**config.mk**
```make
export PLATFORM = sky130hd
export DESIGN_NAME = lpt_strobe_seq
export DESIGN_NICKNAME = d
export VERILOG_FILES = /design/src/rtl/lpt_pkg.sv /design/src/rtl/lpt_cycle_timer.sv /design/src/rtl/lpt_seq_fsm.sv /design/src/rtl/lpt_status_pack.sv /design/src/rtl/lpt_strobe_seq.sv
export SDC_FILE = /design/constraint.sdc
export NUM_CORES = 1
export LEC_CHECK = 0
export BUFFER_PORTS_ARGS = -buffer_cell sky130_fd_sc_hd__buf_4
export CAP_MARGIN = 20
export CORE_MARGIN = 3
export CORE_UTILIZATION = 48
export CTS_CLUSTER_DIAMETER = 30
export DETAILED_ROUTE_END_ITERATION = 8
export GPL_ROUTABILITY_DRIVEN = 0
export PLACE_DENSITY = 0.73
export SYNTH_ARGS = -nofsm -noshare
export SYNTH_HDL_FRONTEND = slang
export SYNTH_SLANG_ARGS = --single-unit
```
**constraint.sdc**
```tcl
create_clock -name clk_i -period 2.28 [get_ports clk_i]
set_input_delay 0.228 -clock clk_i [delete_from_list [all_inputs] [get_ports clk_i]]
set_output_delay 0.228 -clock clk_i [all_outputs]
set_load 0.01 [all_outputs]
```
**src/rtl/lpt_pkg.sv**
```systemverilog
package lpt_pkg;

  typedef enum logic [1:0] {
    ST_IDLE   = 2'd0,
    ST_SETUP  = 2'd1,
    ST_STROBE = 2'd2,
    ST_WAIT   = 2'd3
  } lpt_state_e;

  // ceil(hz * ns / 1e9), at least one cycle
  function automatic int ns_to_cycles(longint hz, longint ns);
    longint c;
    c = (hz * ns + 64'd999_999_999) / 64'd1_000_000_000;
    if (c < 1) c = 1;
    return int'(c);
  endfunction

endpackage

```
**src/rtl/lpt_cycle_timer.sv**
```systemverilog
module lpt_cycle_timer #(
  parameter int CNT_W   = 8,
  parameter int MAX_VAL = 255
) (
  input  logic             clk_i,
  input  logic             rst_ni,
  input  logic             load_i,
  input  logic [CNT_W-1:0] load_val_i,
  output logic             zero_o
);

  logic [CNT_W-1:0] cnt_q;

  always_ff @(posedge clk_i or negedge rst_ni) begin
    if (!rst_ni)              cnt_q <= '0;
    else if (load_i)          cnt_q <= load_val_i;
    else if (cnt_q != '0)     cnt_q <= cnt_q - 1'b1;
  end

  assign zero_o = (cnt_q == '0);

  AST_CNT_BOUND: assert property (@(posedge clk_i) disable iff (!rst_ni)
    int'(cnt_q) <= MAX_VAL);

endmodule

```
**src/rtl/lpt_seq_fsm.sv**
```systemverilog
module lpt_seq_fsm
  import lpt_pkg::*;
#(
  parameter int               CNT_W    = 8,
  parameter logic [CNT_W-1:0] SETUP_LD = '0,
  parameter logic [CNT_W-1:0] WIDTH_LD = '0
) (
  input  logic             clk_i,
  input  logic             rst_ni,
  input  logic             wr_i,
  input  logic             ack_i,
  input  logic             zero_i,
  output logic             load_o,
  output logic [CNT_W-1:0] load_val_o,
  output logic             accept_o,
  output logic             ready_o,
  output logic             strobe_no
);

  lpt_state_e state_q, state_d;

  always_comb begin
    state_d    = state_q;
    load_o     = 1'b0;
    load_val_o = SETUP_LD;
    accept_o   = 1'b0;
    unique case (state_q)
      ST_IDLE: if (wr_i) begin
        accept_o = 1'b1;
        load_o   = 1'b1;
        state_d  = ST_SETUP;
      end
      ST_SETUP: if (zero_i) begin
        load_o     = 1'b1;
        load_val_o = WIDTH_LD;
        state_d    = ST_STROBE;
      end
      ST_STROBE: if (zero_i) state_d = ST_WAIT;
      ST_WAIT:   if (ack_i)  state_d = ST_IDLE;
      default:   state_d = ST_IDLE;
    endcase
  end

  always_ff @(posedge clk_i or negedge rst_ni) begin
    if (!rst_ni) state_q <= ST_IDLE;
    else         state_q <= state_d;
  end

  assign ready_o   = (state_q == ST_IDLE);
  assign strobe_no = (state_q != ST_STROBE);

  AST_STB_FROM_SETUP: assert property (@(posedge clk_i) disable iff (!rst_ni)
    $rose(state_q == ST_STROBE) |-> $past(state_q) == ST_SETUP);

  AST_STB_ENDS_IN_WAIT: assert property (@(posedge clk_i) disable iff (!rst_ni)
    $fell(state_q == ST_STROBE) |-> state_q == ST_WAIT);

  AST_WAIT_HOLD: assert property (@(posedge clk_i) disable iff (!rst_ni)
    (state_q == ST_WAIT && !ack_i) |=> state_q == ST_WAIT);

  AST_ACK_REARM: assert property (@(posedge clk_i) disable iff (!rst_ni)
    (state_q == ST_WAIT && ack_i) |=> state_q == ST_IDLE);

  AST_ACK_EARLY: assert property (@(posedge clk_i) disable iff (!rst_ni)
    (state_q == ST_SETUP || state_q == ST_STROBE) |=> state_q != ST_IDLE);

endmodule

```
**src/rtl/lpt_status_pack.sv**
```systemverilog
module lpt_status_pack (
  input  logic       fault_i,
  input  logic       select_i,
  input  logic       paper_out_i,
  input  logic       busy_i,
  input  logic       ready_i,
  output logic [7:0] status_o
);

  localparam int FAULT_BIT = 7;
  localparam int SEL_BIT   = 6;
  localparam int PAPER_BIT = 5;
  localparam int BUSY_BIT  = 4;
  localparam int READY_BIT = 3;

  always_comb begin
    status_o            = '0;
    status_o[FAULT_BIT] = fault_i;
    status_o[SEL_BIT]   = select_i;
    status_o[PAPER_BIT] = paper_out_i;
    status_o[BUSY_BIT]  = busy_i;
    status_o[READY_BIT] = ready_i;
  end

endmodule

```
**src/rtl/lpt_strobe_seq.sv**
```systemverilog
module lpt_strobe_seq
  import lpt_pkg::*;
#(
  parameter longint CLK_FREQ_HZ = 50_000_000,
  parameter longint SETUP_NS    = 2000,
  parameter longint WIDTH_NS    = 1000,
  parameter int     DATA_W      = 8
) (
  input  logic              clk_i,
  input  logic              rst_ni,
  input  logic              wr_i,
  input  logic [DATA_W-1:0] wdata_i,
  input  logic              ack_i,
  input  logic              busy_i,
  input  logic              paper_out_i,
  input  logic              fault_i,
  input  logic              select_i,
  output logic [DATA_W-1:0] pdata_o,
  output logic              strobe_no,
  output logic              ready_o,
  output logic [7:0]        status_o
);

  localparam int SETUP_CYC = ns_to_cycles(CLK_FREQ_HZ, SETUP_NS);
  localparam int WIDTH_CYC = ns_to_cycles(CLK_FREQ_HZ, WIDTH_NS);
  localparam int MAX_CYC   = (SETUP_CYC > WIDTH_CYC) ? SETUP_CYC : WIDTH_CYC;
  localparam int CNT_W     = $clog2(MAX_CYC + 1);
  localparam logic [CNT_W-1:0] SETUP_LD = CNT_W'(SETUP_CYC - 1);
  localparam logic [CNT_W-1:0] WIDTH_LD = CNT_W'(WIDTH_CYC - 1);

  logic             tmr_load, tmr_zero, accept;
  logic [CNT_W-1:0] tmr_val;
  logic [DATA_W-1:0] data_q;

  lpt_cycle_timer #(.CNT_W(CNT_W), .MAX_VAL(MAX_CYC - 1)) u_timer (
    .clk_i      (clk_i),
    .rst_ni     (rst_ni),
    .load_i     (tmr_load),
    .load_val_i (tmr_val),
    .zero_o     (tmr_zero)
  );

  lpt_seq_fsm #(.CNT_W(CNT_W), .SETUP_LD(SETUP_LD), .WIDTH_LD(WIDTH_LD)) u_fsm (
    .clk_i      (clk_i),
    .rst_ni     (rst_ni),
    .wr_i       (wr_i),
    .ack_i      (ack_i),
    .zero_i     (tmr_zero),
    .load_o     (tmr_load),
    .load_val_o (tmr_val),
    .accept_o   (accept),
    .ready_o    (ready_o),
    .strobe_no  (strobe_no)
  );

  // data register only loads on an accepted write
  always_ff @(posedge clk_i or negedge rst_ni) begin
    if (!rst_ni)     data_q <= '0;
    else if (accept) data_q <= wdata_i;
  end

  assign pdata_o = data_q;

  lpt_status_pack u_status (
    .fault_i     (fault_i),
    .select_i    (select_i),
    .paper_out_i (paper_out_i),
    .busy_i      (busy_i),
    .ready_i     (ready_o),
    .status_o    (status_o)
  );

  AST_WRITE_ACCEPT: assert property (@(posedge clk_i) disable iff (!rst_ni)
    (wr_i && ready_o) |=> (!ready_o && pdata_o == $past(wdata_i)));

  AST_DATA_HOLD: assert property (@(posedge clk_i) disable iff (!rst_ni)
    (!ready_o && $past(!ready_o)) |-> $stable(pdata_o));

  AST_STB_ONLY_BUSY: assert property (@(posedge clk_i) disable iff (!rst_ni)
    !strobe_no |-> !ready_o);

endmodule

```
Word-level counts from Yosys, hierarchy flattened --
Index checks and enable logic that the tools add are counted. W data, S select, Z words.
Storage, ports and cells: bits of input ports 16, register bits 17
Cells by class: reduce and logical (&&, ||, !) cells 5, multiplexer cells 13, add/subtract/negate cells 1, equal/unequal tests 8
Operators with widths (number):
- $mux W7 | 4
- $ne A2 B2 Y1 const B | 5
- $mux W2 | 4
- $pmux W2 S4 | 1
- $logic_not A7 Y1 | 1
- $reduce_bool A7 Y1 | 1
- $sub A7 B1 Y7 const B | 1
- $eq A2 B2 Y1 const B | 2
- $reduce_and A4 Y1 | 1
- $mux W1 | 3
- $eq A2 B1 Y1 const B | 1
- $logic_not A2 Y1 | 1
- $pmux W1 S2 | 1
- $reduce_bool A2 Y1 | 1

Depth between registers and ports, before layout --
Gate-level depths: netlist of the first run.
depth in word-level cells 4, depth in mapped cells 6

Hierarchy --
From an unflattened synthesis of the first run, not the netlist that was laid out.
Second synthesis, totals: cell total of the unflattened synthesis 98, area total of the unflattened synthesis 1089.8 um2
By module, submodules not included:
- lpt_cycle_timer | sequential area each 175.2 um2, cells an instance 43, times used 1, area an instance 434.2 um2
- lpt_strobe_seq | sequential area each 200.2 um2, cells an instance 17, times used 1, area an instance 331.6 um2
- lpt_seq_fsm | sequential area each 50.0 um2, cells an instance 29, times used 1, area an instance 260.2 um2
- lpt_status_pack | sequential area each 0.0 um2, cells an instance 9, times used 1, area an instance 63.8 um2

Worst setup path after synthesis of the first run --
Ideal clock, no wire load.
path type register -> register, start register u_timer.cnt_q[3], end register u_fsm.state_q[1], period minus slack after synthesis 1.596 ns, setup slack 0.684 ns, cell stages (with the launch flop) 5, setup time 0.125 ns, buffers on the path 0, arrival time 1.471 ns, path through dfrtp_1 or3_4 nor3_2 o21ai_2 mux2_4
On the way: longest elaborated chain between the ends 3, elaborated cells on any way between the ends 4
Ends and longest elaborated chain:
- start: declaration | RTL line lpt_cycle_timer.sv:12 | logic [CNT_W-1:0] cnt_q;
- start signal: assignment | RTL line lpt_cycle_timer.sv:16 | else if (load_i) cnt_q <= load_val_i;
- start signal: assignment | RTL line lpt_cycle_timer.sv:17 | else if (cnt_q != '0) cnt_q <= cnt_q - 1'b1;
- $logic_not A7 Y1 * | RTL line lpt_cycle_timer.sv:20 | assign zero_o = (cnt_q == '0);
- $ne A2 B2 Y1 (no line)
- $reduce_and A4 Y1 (no line) *
- end signal: assignment | RTL line lpt_seq_fsm.sv:46 | else state_q <= state_d;
- end: declaration | RTL line lpt_seq_fsm.sv:20 | lpt_state_e state_q, state_d;
Every way passes the cells marked *; elsewhere a longest branch is shown, timed or not. A chain may end at the register's enable or synchronous reset.

Worst setup path in the final report of the first run --
Same ends and word-level chain as after synthesis.

==> flow_metrics.tcl, run 1 <==
set metrics [dict create \
    synth_warnings 0 \
    grt_pass1_vias 747 \
    status "completed" \
    drt_first_pass_iters 4 \
    drive_above_1_share_pct 24.6 \
    leakagePower_nw 0.587 \
    comb_power_share_pct 51.8 \
    cts_made_buffers 3 \
    cp_cell_sequence "or3_4 > nor3_2 > o21ai_2 > mux2_4" \
    async_reset_ff_share_pct 100 \
    skew_ps 3.88 \
    cp-start-kind "register" \
    place_area_um2 1100 \
    placementRows 15 \
    cts_sinks 17 \
    min_to "pdata_o[6]" \
    timing.rr.end "u_fsm.state_q[1]" \
    synthCells 107 \
    grt_max_degree 18 \
    nets 149 \
    ir_worst_vdd_uv 684 \
    switching_share_pct 40.3 \
    relSlewSlack_pct 65.1 \
    synth_edf_count 0 \
    die_h_um 50.8 \
    antenna_cells 0 \
    grt_usage_pct 16.8 \
    die_w_um 50.8 \
    clkPwrFrac_pct 10.8 \
    cpMaxStageDelayCell "dfrtp_1" \
    drt_iter0_markers 10 \
    via_per_inst 5.02 \
    yosysSeqAreaShare_pct 44.2 \
    hold_path_depth 3 \
    grt-ovfl-total 0 \
    final_cells 151 \
    totalWireLength_mm 1.88 \
    fin_area_um2 1140 \
    routedWlPerCell_um 12.5 \
    max_cap_violations 0 \
    max_stage_delay_ps 440 \
    synth-seq-cells 17 \
    worst-path-max-fanout 6 \
    utilization_pct 63.1 \
    pin_count 34 \
    cts_setup_buffers 0 \
    avgSynthCellArea_um2 9.00 \
    final.fill_count 163 \
    power_density_nw_per_um2 1300 \
    antenna_left 0 \
    antenna_found_initial 0 \
    grt_pass1_wl_mm 3.26 \
    area.growth.synth_to_final_pct 18.1 \
    clock_latency_ps 280 \
    core_area_um2 1800 \
    regToRegStartpoint "u_timer.cnt_q[3]" \
    port_buffers 22 \
    critPathTopFamily "simple AND/OR/NAND/NOR gates" \
    r2r_cells 4 \
    worstSetupPathType "reg -> reg" \
    ys.flop_type "dfrtp_1" \
    dp_cells 146 \
    cp.arrival_ps 1900 \
    finalHoldViolCount 0 \
    synth_cell_types 31 \
    worstHoldStart "wdata_i[6]" \
    tns_ps 0 \
    die_area_um2 2580 \
    synth_area_um2 963 \
    p_seq_share_pct 37.4 \
    cts_tree "done" \
    grt_setup_unrepaired "false" \
    cp.required_ps 2460 \
    route.detailed.drc 0 \
    clk_pin_slew_ps 100 \
    fin_crit_ps 1720 \
    hp-class "in -> reg" \
    worst_pin_slew_ps 518 \
    clock.fmax_ghz 0.580 \
    htree_levels 1 \
    floorplan.initialDensity_pct 53.5 \
    p_sw_mw 0.598 \
    slew_viol_final 0 \
    post-dp-hpwl_mm 1.42 \
    setup_viol 0 \
    crit_buf_inv 0 \
    end_kind "register" \
    period_share_pct 75.6 \
    cts-root-buf "clkbuf_4" \
    p_int_mw 0.885 \
    r2r_slack_ps 560 \
    cts_buffer_depth 2 \
    vias 758 \
]
==> cells by family after synthesis <==
group	after synthesis	synth area share, %
compound gates	15	9.61
xor+xnor	1	0.909
fa+ha+maj	6	7.79
buf+inv	16	9.35
flops	17	44.2
mux	3	3.77
other cells	1	0.389
simple gates	48	24.0
==> repair_timing <==
action	CTS	global route
gates resized for setup	0	0
hold endpoints to repair	17	0
hold buffers	1	0
==> final cells by class <==
type                       count  area (µm²)  area share (%)
clock buffer                   3        22.5            1.98
sequential                    17         425            37.4
tap                           25        31.3            2.75
inverter                       6        22.5            1.98
multi-input combinational     76         455            40.0
timing repair buffer          23         175            15.4
clock inverter                 1        5.00           0.440
==> worst min-delay path: stages <==
cell and delay (ps):
buf_4 70, nand2_1 40, nand2_1 40
==> power groups by stage <==
stage	clock network (mW)	logic, mW	registers, mW
after floorplan	0	0.507	0.569
after global placement	0	0.748	0.551
after detailed placement	0	0.774	0.560
after CTS	0.166	0.779	0.557
after global routing	0.180	0.867	0.577
final	0.160	0.768	0.555
==> metrics by stage <==
step	hold slack, ps	worst slack (ps)	power [mW]
final	123	556	1.48
after floorplan	-67.6	684	1.08
after CTS	116	550	1.50
after global placement	106	624	1.30
after global routing	117	432	1.62
after detailed placement	108	576	1.33
==> Yosys cell counts (2+ instances only) <==
cell	n	area [µm²]
or3_4	2	22.5
a21oi_1	6	30.0
o21ai_1	2	10.0
dfrtp_1	17	425
or3_1	2	12.5
clkbuf_1	2	7.51
nor2_1	4	15.0
nor3_1	3	15.0
inv_1	6	22.5
o21a_1	2	15.0
nand2b_1	2	12.5
buf_4	8	60.1
ha_1	6	75.1
nand2_1	28	105
==> worst max path at each step <==
| stage | from | to | slack [ps] | cells after the start |
|---|---|---|---|---|
| final | u_timer.cnt_q[3] | u_fsm.state_q[1] | 560 | 4 |
| after global routing | u_fsm.state_q[1] | u_timer.cnt_q[6] | 430 | 6 |
| after CTS | u_timer.cnt_q[3] | u_fsm.state_q[1] | 550 | 4 |
| after detailed placement | u_timer.cnt_q[3] | u_fsm.state_q[1] | 580 | 4 |
| after global placement | u_timer.cnt_q[3] | u_fsm.state_q[1] | 620 | 4 |
| after floorplan | u_timer.cnt_q[3] | u_fsm.state_q[1] | 680 | 4 |
==> sequential cells by signal, indices dropped and copies added (netlist names) <==
name,count
pdata_o,8
u_fsm.state_q,2
u_timer.cnt_q,7
==> per-layer routing <==
layer | up-vias | global-route usage (%) | share of wire, %
li1 | 381 | - | -
met1 | 357 | 21.4 | 46
met2 | 16 | 27.8 | 49
met3 | 4 | 3.86 | 3.6
met4 | 0 | 5.38 | 0.96
met5 | - | 0 | 0
==> layout by cell type (no fill, tap or decap) <==
master,Yosys,routed
a21o_1,1,1
dlygate4sd3_1,0,1
mux2_1,1,1
o21a_1,2,2
nor2_1,4,4
nor3_2,1,1
or3_1,2,2
clkbuf_4,0,3
o21ai_1,2,2
a21oi_1,6,6
buf_4,8,22
mux2i_1,1,1
nand2_1,28,28
o31ai_1,1,1
o22ai_1,1,1
dfrtp_1,17,17
nor2b_1,1,1
conb_1,1,3
mux2_4,1,1
a21boi_1,1,1
nand3b_1,1,1
inv_1,6,6
and3_1,1,1
xor2_1,1,1
nand2b_1,2,2
nor3_1,3,3
ha_1,6,6
nor4_1,1,1
or3_4,2,2
and2_1,1,1
o21ai_2,1,1
clkinv_2,0,1
nand4_1,1,1
Power figures use the tool's default switching activity.
==> run 2: changes to the inputs <==
CORE_UTILIZATION = 43   (was 48)
PLACE_DENSITY = 0.69   (was 0.73)
clock period = 1.4 ns   (was 2.28 ns; I/O delays follow)
==> run 2 against run 1 <==
Hold slack got worse by 89 ps. Critical path type unchanged. Clock power increased by 67%. Sequential share of layout area decreased by 6.6 points. Worst setup slack got worse by 720 ps. Via count increased by 14%. The flow now finishes with violations (negative setup slack). Final cell count increased by 15%. Register-to-register slack got worse by 720 ps. Largest cell class unchanged. Sequential power increased by 58%.
==> flow_metrics.tcl, run 2 (same netlist as run 1, synthesis figures left out) <==
set metrics [dict create \
    layout_commonest_cell "buf_4" \
    die_area_um2 2840 \
    skew_ps 1.31 \
    cp.arrival_ps 1750 \
    status "finished, violations left" \
    cts_buffer_depth 2 \
    nets 170 \
    cts_tree "done" \
    routedWlPerCell_um 13.7 \
    post-dp-hpwl_mm 1.75 \
    max_stage_delay_ps 410 \
    vias 861 \
    use_met3_pct 3.66 \
    period_share_pct 112 \
    power.total_mw 3.05 \
    cp-start-kind "register" \
    cpMaxStageDelayCell "or3_4" \
    largest_reg_flops 8 \
    grt-ovfl-total 0 \
    utilization_pct 67.6 \
    route.detailed.drc 0 \
    drt_first_pass_iters 6 \
    grt_setup_unrepaired "true" \
    core_area_um2 2040 \
    grt_pass1_vias 819 \
    area.growth.synth_to_final_pct 43.2 \
    p_sw_mw 1.20 \
    p_seq_share_pct 28.8 \
    slew_viol_final 0 \
    violations "negative setup slack" \
    antenna_found_initial 0 \
    ir_worst_vdd_uv 1470 \
    cp_cell_sequence "or3_4 > or3_4 > mux2i_1 > o21a_1" \
    worstSetupPathType "reg -> reg" \
    setup_viol 7 \
    hp-class "in -> reg" \
    clock.fmax_ghz 0.640 \
    grt_max_degree 18 \
    placementRows 16 \
    grt_pass1_wl_mm 3.57 \
    max_cap_violations 0 \
    floorplan.initialDensity_pct 47.2 \
    totalWireLength_mm 2.38 \
    worst-path-max-fanout 4 \
    preCtsSetupSlack_ps -198 \
    final_cells 174 \
    htree_levels 1 \
    clock_latency_ps 290 \
    comb_power_share_pct 62.5 \
    port_buffers 22 \
    crit_top_cell "or3_4" \
    fin_crit_ps 1560 \
    cts_made_buffers 3 \
    grt_usage_pct 17.8 \
    switching_share_pct 39.5 \
    grt_busiest_layer "met2" \
    finalHoldViolCount 0 \
    drive_above_1_share_pct 45.6 \
    die_h_um 53.3 \
    grt_util_met1_pct 21.4 \
    clkPwrFrac_pct 8.8 \
    leakagePower_nw 0.709 \
    power_density_nw_per_um2 2210 \
    met2_usage_pct 30.8 \
    antenna_cells 0 \
    die_w_um 53.3 \
    drt_iter0_markers 14 \
    hold_slack_ps 33.5 \
    dp_cells 164 \
    antenna_left 0 \
    cts-root-buf "clkbuf_4" \
    cp.required_ps 1590 \
    cts_sinks 17 \
    via_per_inst 4.95 \
    final.setup.worst_slack_ps -162 \
    end_kind "register" \
    final_cell_mix "buf_4 (41), nand2_1 (27), dfrtp_1 (17)" \
    p_int_mw 1.84 \
    pin_count 34 \
    clk_pin_slew_ps 100 \
]
[run 2: critical path: cells and delay by family, from the launching register on]
kind             cells  cell delay [ps]
multiplexers         1              130
AO/OA/AOI/OAI        1              160
AND/OR/NAND/NOR      2              780
flip-flops           1              390
[run 2: worst paths after layout]
path / to / slack [ps] / depth (start not counted) / from
min reg2reg: pdata_o[4] / 490 / 2 / pdata_o[4]
min in group asynchronous: u_timer.cnt_q[6] / 240 / 2 / rst_ni
min: pdata_o[2] / 30 / 3 / wdata_i[2]
max in group asynchronous: u_timer.cnt_q[5] / 970 / 2 / rst_ni
max: u_timer.cnt_q[1] / -160 / 4 / u_timer.cnt_q[4]
max reg2reg: u_timer.cnt_q[1] / -160 / 4 / u_timer.cnt_q[4]
[run 2: per-layer routing]
metal	wire, µm	share of wire (%)
met1	1040	44
met2	1200	51
met3	97	4.1
met4	31	1.3
met5	0	0
[run 2: repair_timing]
action                                 CTS  global route
setup endpoints to repair               13            12
pin swaps                                5             2
endpoints found under the hold margin   17             0
cloned                                   0             0
buffers inserted                         2             3
hold buffers                             1             0
gates resized for setup                 12             8
[run 2: power by group through the flow]
stage | clock, mW | combinational [mW] | sequential, mW
6_report | 0.267 | 1.90 | 0.876
5_1_grt | 0.293 | 2.07 | 0.901
4_1_cts | 0.273 | 1.77 | 0.873
3_5_place_dp | 0 | 1.56 | 0.879
3_3_place_gp | 0 | 1.50 | 0.863
2_1_floorplan | 0 | 0.836 | 0.931
[run 2: final cells by class]
| type | count | area (µm²) |
|---|---|---|
| repair buffers | 44 | 340 |
| inverters | 6 | 22.5 |
| multi-input cells | 76 | 531 |
| clock buffers | 3 | 22.5 |
| well taps | 27 | 33.8 |
| flip-flops and latches | 17 | 425 |
| clock inverters | 1 | 5.00 |
| fillers | 180 | 662 |
[run 2: per-stage QoR]
| stage | area, µm² | setup TNS, ps |
|---|---|---|
| floorplan | 978 | -488 |
| global placement | 1230 | -506 |
| detailed placement | 1230 | -1030 |
| CTS | 1330 | -606 |
| global route | 1380 | -942 |
| finish | 1380 | -650 |
==> run 3: changes to the inputs <==
CORE_UTILIZATION = 48   (was 43)
PLACE_DENSITY = 0.73   (was 0.69)
clock period = 1.6 ns   (was 1.4 ns; I/O delays follow)
==> run 3 against run 2 <==
The flow now finishes without violations. Largest cell class unchanged. Clock power shrank 15%. Global-route usage grew 0.071 points. Combinational power shrank 29%. Critical endpoint is now u_fsm.state_q[1]. Design area shrank 10%. Die area shrank 9.3%. Clock skew grew 2.8 ps. Wire length shrank 14%. Sequential power shrank 14%. Register-to-register slack gained 170 ps. Critical path depth is the same.
==> flow_metrics.tcl, run 3 (same netlist as run 1, synthesis figures left out) <==
set metrics [dict create \
    die_w_um 50.8 \
    power.total_mw 2.32 \
    fin_area_um2 1240 \
    worstHoldStart "wdata_i[2]" \
    leakagePower_nw 0.650 \
    port_buffers 22 \
    min_to "pdata_o[2]" \
    floorplan.initialDensity_pct 53.5 \
    antenna_cells 0 \
    grt-ovfl-total 0 \
    skew_ps 4.11 \
    area.growth.synth_to_final_pct 29.0 \
    finalHoldViolCount 0 \
    nets 162 \
    pin_count 34 \
    final_cells 164 \
    cts_made_buffers 3 \
    fin_crit_ps 1590 \
    via_per_inst 4.84 \
    dp_cells 158 \
    antenna_found_initial 0 \
    cts_sinks 17 \
    route.detailed.drc 0 \
    max_cap_violations 0 \
    ir_worst_vdd_uv 1230 \
    final.fill_count 153 \
    grt_pass1_vias 869 \
    die_h_um 50.8 \
    worst-path-max-fanout 4 \
    vias 793 \
    utilization_pct 69.0 \
    setup_viol 0 \
    grt_setup_unrepaired "true" \
    tns_ps 0 \
    power_density_nw_per_um2 1870 \
    die_area_um2 2580 \
    drt_first_pass_iters 4 \
    cp-start-kind "register" \
    worstSetupPathType "reg -> reg" \
    drt_iter0_markers 9 \
    htree_levels 1 \
    clock.fmax_ghz 0.629 \
    r2r_slack_ps 10 \
    final_cell_mix "buf_4 (35), nand2_1 (27), dfrtp_1 (17)" \
    regToRegStartpoint "u_timer.cnt_q[2]" \
    hold_path_depth 3 \
    grt_max_degree 18 \
    place_area_um2 1190 \
    totalWireLength_mm 2.04 \
    largest_reg_flops 8 \
    routedWlPerCell_um 12.4 \
    drive_above_1_share_pct 33.1 \
    timing.rr.end "u_fsm.state_q[1]" \
    placementRows 15 \
    r2r_cells 4 \
    status "completed" \
    antenna_left 0 \
    cts_tree "done" \
    period_share_pct 99.3 \
    hp-class "in -> reg" \
    cts-root-buf "clkbuf_4" \
    clk_pin_slew_ps 100 \
    end_kind "register" \
    post-dp-hpwl_mm 1.60 \
    slew_viol_final 0 \
    cts_buffer_depth 2 \
    cp.required_ps 1780 \
    grt_pass1_wl_mm 3.48 \
    layout_commonest_cell "buf_4" \
    clock_latency_ps 280 \
    cp.arrival_ps 1770 \
    grt_usage_pct 17.9 \
    core_area_um2 1800 \
]
[run 3: layout make-up]
type / instances / area, µm² / area share, %
repair buffers: 36 / 273 / 22.0
well taps: 25 / 31.3 / 2.52
multi-input cells: 76 / 464 / 37.4
flip-flops and latches: 17 / 425 / 34.2
clock buffers: 4 / 26.3 / 2.11
inverters: 6 / 22.5 / 1.81
[run 3: worst max-delay path, cell delays in order, from the launching register on]
cell and delay [ps]:
dfrtp_1 390, or3_4 390, nor3_2 280, o21ai_2 130
mux2_4 300
[run 3: per-layer routing]
metal,vias to the layer above,global-route usage (%),wire [µm]
li1,402,-,-
met1,381,22.3,943
met2,10,32.4,1030
met3,0,3.86,61
met4,0,1.79,0
met5,-,0,0
[run 3: how the worst max path moves through the flow]
stage	start	end	slack (ps)	cells past startpoint
after detailed placement	u_timer.cnt_q[3]	u_fsm.state_q[1]	2	4
after floorplan	u_timer.cnt_q[3]	u_fsm.state_q[1]	4	4
after global routing	u_timer.cnt_q[2]	u_fsm.state_q[1]	-30	4
after global placement	u_timer.cnt_q[3]	u_timer.cnt_q[1]	50	4
after CTS	u_timer.cnt_q[3]	u_fsm.state_q[1]	-9	4
final	u_timer.cnt_q[2]	u_fsm.state_q[1]	10	4
[run 3: through the flow]
stage	hold slack (ps)	setup slack [ps]
after floorplan	-136	4.35
after global placement	35.9	47.7
after detailed placement	34.0	2.32
after CTS	59.6	-9.39
after global routing	81.9	-28.2
final	60.4	11.1
[run 3: power breakdown]
group / switching [mW] / leakage [nW] / internal (mW)
Combinational: 0.650 / 0.431 / 0.689
Sequential: 0.124 / 0.203 / 0.629
Clock: 0.130 / 0.0150 / 0.0966
[run 3: repair_timing]
action / CTS / global route
resized for setup: 0 / 3
endpoints found under the hold margin: 17 / 0
hold buffers: 1 / 0
setup buffers: 0 / 1
endpoints found under the setup margin: 1 / 4
pin swaps: 0 / 1
cloned: 0 / 0
